## config.mk

```make
export PLATFORM = sky130hd
export DESIGN_NAME = peak_meter_top
export DESIGN_NICKNAME = d
export VERILOG_FILES = /design/src/rtl/peak_meter_pkg.sv /design/src/rtl/peak_mag.sv /design/src/rtl/peak_db_quant.sv /design/src/rtl/peak_hold.sv /design/src/rtl/peak_meter_top.sv
export SDC_FILE = /design/constraint.sdc
export NUM_CORES = 1
export LEC_CHECK = 0
export ABC_AREA = 0
export ABC_CLOCK_PERIOD_IN_PS = 2900
export BUFFER_PORTS_ARGS = -buffer_cell sky130_fd_sc_hd__buf_2
export CAP_MARGIN = 10
export CELL_PAD_IN_SITES_DETAIL_PLACEMENT = 0
export CELL_PAD_IN_SITES_GLOBAL_PLACEMENT = 1
export CORE_MARGIN = 4
export CORE_UTILIZATION = 30
export DETAILED_ROUTE_END_ITERATION = 6
export PLACE_DENSITY_LB_ADDON = 0.05
export SYNTH_ARGS = -nofsm -noshare
export SYNTH_HDL_FRONTEND = slang
export SYNTH_SLANG_ARGS = --single-unit
export TNS_END_PERCENT = 5
```

## constraint.sdc

```tcl
create_clock -name clk -period 2.9 [get_ports clk]
set_input_delay 0 -clock clk [delete_from_list [all_inputs] [get_ports clk]]
set_output_delay 0 -clock clk [all_outputs]
set_load 0.1 [all_outputs]
```

## src/rtl/peak_meter_pkg.sv

```systemverilog
package peak_meter_pkg;

  // Attenuation threshold j (1-based): floor(full_scale * 10^(-j/20)),
  // where full_scale is the largest positive value of a sw-bit word.
  function automatic int thr_val(input int j, input int sw);
    real fs;
    real r;
    fs = (2.0 ** (sw - 1)) - 1.0;
    r  = fs * (10.0 ** (-j / 20.0));
    return $rtoi(r);
  endfunction

endpackage

```

## src/rtl/peak_mag.sv

```systemverilog
module peak_mag #(
  parameter int SAMPLE_W = 24,
  localparam int MAG_W   = SAMPLE_W - 1
) (
  input  logic [SAMPLE_W-1:0] raw,
  input  logic [1:0]          wl,
  output logic [MAG_W-1:0]    mag,
  output logic                sat_evt
);

  logic [SAMPLE_W-1:0] norm;
  logic [SAMPLE_W-1:0] neg_v;

  // Align the selected word to the top of the full-width field.
  always_comb begin
    case (wl)
      2'd0:    norm = {raw[15:0], {(SAMPLE_W-16){1'b0}}};
      2'd1:    norm = {raw[19:0], {(SAMPLE_W-20){1'b0}}};
      default: norm = raw;
    endcase
  end

  assign neg_v   = (~norm) + 1'b1;
  assign sat_evt = (norm == {1'b1, {MAG_W{1'b0}}});

  always_comb begin
    if (sat_evt)           mag = {MAG_W{1'b1}};
    else if (norm[SAMPLE_W-1]) mag = neg_v[MAG_W-1:0];
    else                   mag = norm[MAG_W-1:0];
  end

endmodule

```

## src/rtl/peak_db_quant.sv

```systemverilog
module peak_db_quant #(
  parameter int SAMPLE_W = 24,
  parameter int CODE_W   = 6,
  localparam int MAG_W   = SAMPLE_W - 1,
  localparam int NUM_THR = (1 << CODE_W) - 1
) (
  input  logic [MAG_W-1:0]  mag,
  output logic [CODE_W-1:0] code
);

  logic [NUM_THR-1:0] below;

  // One comparator per 1 dB step; thresholds fall monotonically.
  for (genvar j = 1; j <= NUM_THR; j++) begin : g_thr
    localparam logic [MAG_W-1:0] THR = MAG_W'(peak_meter_pkg::thr_val(j, SAMPLE_W));
    assign below[j-1] = (mag < THR);
  end

  always_comb begin
    code = '0;
    for (int i = 0; i < NUM_THR; i++) code = code + CODE_W'(below[i]);
  end

endmodule

```

## src/rtl/peak_hold.sv

```systemverilog
module peak_hold #(
  parameter int CODE_W = 6
) (
  input  logic              clk,
  input  logic              rst_n,
  input  logic              upd,
  input  logic [CODE_W-1:0] code_in,
  input  logic              clr,
  output logic [CODE_W-1:0] pk
);

  always_ff @(posedge clk or negedge rst_n) begin
    if (!rst_n) begin
      pk <= '1;
    end else if (clr) begin
      pk <= upd ? code_in : '1;
    end else if (upd && (code_in < pk)) begin
      pk <= code_in;
    end
  end

endmodule

```

## src/rtl/peak_meter_top.sv

```systemverilog
module peak_meter_top #(
  parameter int SAMPLE_W = 24,
  parameter int CODE_W   = 6,
  parameter int NUM_CH   = 2,
  localparam int MAG_W   = SAMPLE_W - 1,
  localparam int CH_W    = $clog2(NUM_CH)
) (
  input  logic                clk,
  input  logic                rst_n,
  input  logic [1:0]          word_len,
  input  logic                smp_valid,
  input  logic [CH_W-1:0]     smp_chan,
  input  logic [SAMPLE_W-1:0] smp_data,
  input  logic                rd_en,
  input  logic [CH_W-1:0]     rd_chan,
  output logic                rd_valid,
  output logic [CODE_W-1:0]   rd_data
);

  logic [MAG_W-1:0]  smp_mag;
  logic [CODE_W-1:0] smp_code;
  logic              sat_evt;
  logic [CODE_W-1:0] hold_code [NUM_CH];

  peak_mag #(.SAMPLE_W(SAMPLE_W)) u_mag (
    .raw     (smp_data),
    .wl      (word_len),
    .mag     (smp_mag),
    .sat_evt (sat_evt)
  );

  peak_db_quant #(.SAMPLE_W(SAMPLE_W), .CODE_W(CODE_W)) u_quant (
    .mag  (smp_mag),
    .code (smp_code)
  );

  for (genvar g = 0; g < NUM_CH; g++) begin : g_ch
    logic upd_g;
    logic clr_g;
    assign upd_g = smp_valid && (smp_chan == CH_W'(g));
    assign clr_g = rd_en && (rd_chan == CH_W'(g));
    peak_hold #(.CODE_W(CODE_W)) u_hold (
      .clk     (clk),
      .rst_n   (rst_n),
      .upd     (upd_g),
      .code_in (smp_code),
      .clr     (clr_g),
      .pk      (hold_code[g])
    );
  end

  always_ff @(posedge clk or negedge rst_n) begin
    if (!rst_n) begin
      rd_valid <= 1'b0;
      rd_data  <= '0;
    end else begin
      rd_valid <= rd_en;
      if (rd_en) rd_data <= hold_code[rd_chan];
    end
  end

endmodule

```

==> impl_metrics.toml <==
[routing]
drc_errors = 0
drtAntennaViolNets = 0
drt-vias-per-instance = 5.541
vias = 8927
initialDrtViolationCount = 588
drt-wirelength-per-cell_um = 20.65
drtPass1Iterations = 5
routed_wirelength_mm = 33.26

[critical_path]
crit_start = "word_len[0]"
worstPathRequired_ns = 3.08
crit_family = "adder cells"
critical_path.max_fanout = 8
end_kind = "flip-flop"
slowest_delay_ns = 0.55
crit_type = "in2reg"
regToRegStartpoint = "g_ch[0].u_hold.pk[1]"
path_buf_inv = 9
crit_top_cell = "fa_1"
cpMaxStageDelayCell = "fa_1"
startpoint_type = "input pin"
cp.arrival_ns = 9.24

[timing]
hold_viol = 0
setup-tns-final_ns = -72.99
tightest_slew_ns = 0.6088
finalCritPeriodShare_pct = 312.4
fin_ws_ns = -6.158
skew_ns = 0.005600
slew_viol_final = 0
maxSlewHeadroom_pct = 58.84
fin_crit_ns = 9.058
fmax_mhz = 110.4
setup_viol = 12
rsz0062_at_grt = "true"

[synth]
avgSynthCellArea_sq_um = 7.197
synthDistinctLibCells = 77
synth_area_sq_um = 6650
yosysSeqAreaShare_pct = 7.375
syn_inst = 924
synth_edf_count = 0
synth-warning-count = 0
ys_async_sr_fraction_pct = 100.0
synth_top_flop_cell = "dfstp_2"
synth_largest_area_cell = "fa_1"
synth_top_cell_area_share_pct = 15.95
syn_nets = 1034
ys_seq_elements = 19
synth_area_leaders = "fa_1 (16%), o21ai_0 (5.3%), nand2_1 (4.9%), dfstp_2 (4.7%), ha_1 (4.7%)"

[floorplanning]
core_area_sq_um = 21820
die_x_um = 156.9
start_util_pct = 30.47
fp.dieArea_sq_um = 24610
rows = 54
ioPinCount = 39
die_h_um = 156.9

[clocking]
clock-sinks = 19
cts_tree = "done"
clock_latency_ns = 0.25
cts_root_buf = "clkbuf_16"
clock_path_buffers = 2
htree_levels = 1
clk_pin_slew_ns = 0.05
cts_made_buffers = 3

[placed_design]
dp_hpwl_mm = 28.88
io_buffer_count = 38
placedCellCount = 1589
gp_congestion = 0.9948
pre_cts_ws_ns = -6.831

[pwr]
p_total_uw = 10430
seqPwrFrac_pct = 4.0
p_leak_uw = 0.004926
ir_drop_mv = 1.510
p_sw_share_pct = 50.61
p_int_uw = 5153
p_sw_uw = 5282
power_frac_clock_pct = 2.7
power.share.combinational_pct = 93.3
powerDensity_nw_per_um2 = 978.5

[global_routing]
grt_max_degree = 20
overflow = 0
antenna_found_initial = 0
grt_pass1_vias = 9159
grt_pass1_wl_mm = 52.25
grt_util_all_layers_pct = 26.93

[final_layout]
final_nets = 1442
fin_cells = 1611
syn2layout_area_growth_pct = 60.36
fin_util_pct = 48.86
seq_area_sq_um = 490.5
multiInputGateArea_sq_um = 6112
diodes = 0
fillCellCount = 2212
drive_above_1_share_pct = 42.67

[outcome]
violations = "setup timing"
outcome = "finished, violations left"

[hold_path]
hold_path_class = "in2reg"
min_from = "rd_en"

[flow_run]
cap_viol_max_count = 0
## cell families (layout without fill, tap and decap cells)
group,count (synthesis),count (layout),share of synthesized area (%)
simple gates,325,326,23.95
compound gates,310,310,30.48
buf+inv,126,532,7.865
fa+ha+maj,78,78,20.66
xor+xnor,34,34,4.478
mux,32,32,5.193
flops,19,19,7.375
## Yosys cell counts (16+ instances only)
library cell and count:
nor2_1 80, xnor2_1 23, fa_1 53, o21ai_1 16, a31oi_1 24, o21ai_0 71, nor3_1 36, nand3_1 36
ha_1 25, nand2_1 87, clkbuf_1 28, mux2i_1 24, a21oi_1 60, inv_1 77, o31ai_1 16
## cell usage in the layout, fill, tap and decap left out, drive strengths merged, types with 4 or more instances in the layout
master / Yosys / routed
buf: 21 / 450
o21ai: 90 / 90
nand2: 87 / 87
nor2: 81 / 82
inv: 77 / 77
a21oi: 60 / 60
fa: 53 / 53
nor3: 38 / 38
nand3: 37 / 37
mux2i: 25 / 25
ha: 25 / 25
a31oi: 24 / 24
xnor2: 23 / 23
o31ai: 16 / 16
o211ai: 15 / 15
o21a: 15 / 15
a211oi: 14 / 14
or3: 13 / 13
dfstp: 12 / 12
nor4: 12 / 12
nand4: 11 / 11
xor2: 11 / 11
a21o: 10 / 10
nand2b: 10 / 10
a41oi: 10 / 10
a311oi: 10 / 10
nor2b: 7 / 7
dfrtp: 7 / 7
mux2: 7 / 7
o41ai: 7 / 7
and3: 7 / 7
o31a: 6 / 6
o311ai: 6 / 6
and2: 5 / 5
o2111ai: 4 / 4
or2: 4 / 4
## area by class of cell
cell class | count | share of cell area, %
repair buffers | 451 | 31.34
inverters | 77 | 2.710
clock buffers | 3 | 0.7040
well taps | 280 | 3.285
flip-flops and latches | 19 | 4.599
multi-input cells | 780 | 57.32
clock inverters | 1 | 0.04693
## per-layer routing
metal | wire length [um] | GRT usage, %
met3 | 1714 | 1.189
met1 | 14840 | 37.46
met2 | 15300 | 44.95
met5 | 0 | 0
met4 | 1408 | 8.843
## final timing paths
check | to | slack [ns] | cells after the start
setup reg to reg | g_ch[0].u_hold.pk[1] | 0.66 | 11
hold reg to reg | g_ch[0].u_hold.pk[0] | 0.48 | 2
setup / recovery | g_ch[1].u_hold.pk[5] | -6.16 | 37
max in group asynchronous | g_ch[1].u_hold.pk[1] | 2.36 | 2
min in group asynchronous | rd_data[5] | 0.21 | 2
hold / removal | rd_valid | 0.03 | 1
## power groups by stage
stage,registers [uW],logic [uW],clock network [uW]
2_1_floorplan,570,5510,0
3_3_place_gp,422,9230,0
3_5_place_dp,426,9380,0
4_1_cts,423,9660,288
5_1_grt,432,10900,302
6_report,422,9730,280
## flip-flops by register name, summed over array words and instances, names as in the netlist
name,count
rd_data,6
rd_valid,1
g_ch.u_hold.pk,12
## worst reg2reg max path: stages (launching register included)
cell     delay (ns)
dfstp_2        0.53
inv_1          0.07
ha_1           0.29
a21o_1         0.15
a21o_1         0.17
a21oi_1        0.15
nor2b_1        0.07
o21ai_1        0.15
a32oi_2        0.14
buf_4          0.18
buf_4          0.13
a21oi_1        0.15
## stage by stage
| stage | area [sq um] | hold WS, ns |
|---|---|---|
| 5_1_grt | 10660 | 0.04092 |
| 3_3_place_gp | 10060 | -0.06028 |
| 4_1_cts | 10350 | 0.02095 |
| 6_report | 10660 | 0.02670 |
| 2_1_floorplan | 6774 | -0.2956 |
| 3_5_place_dp | 10060 | -0.04622 |
## timing repair
action / 4_1_cts / 5_1_grt
hold endpoints to repair: 15 / 0
gates cloned: 1 / 2
gates resized for setup: 40 / 47
hold buffers: 1 / 0
setup buffers: 3 / 11
setup endpoints to repair: 12 / 12
pin swaps: 22 / 22
(Power assumes the default switching activity.)
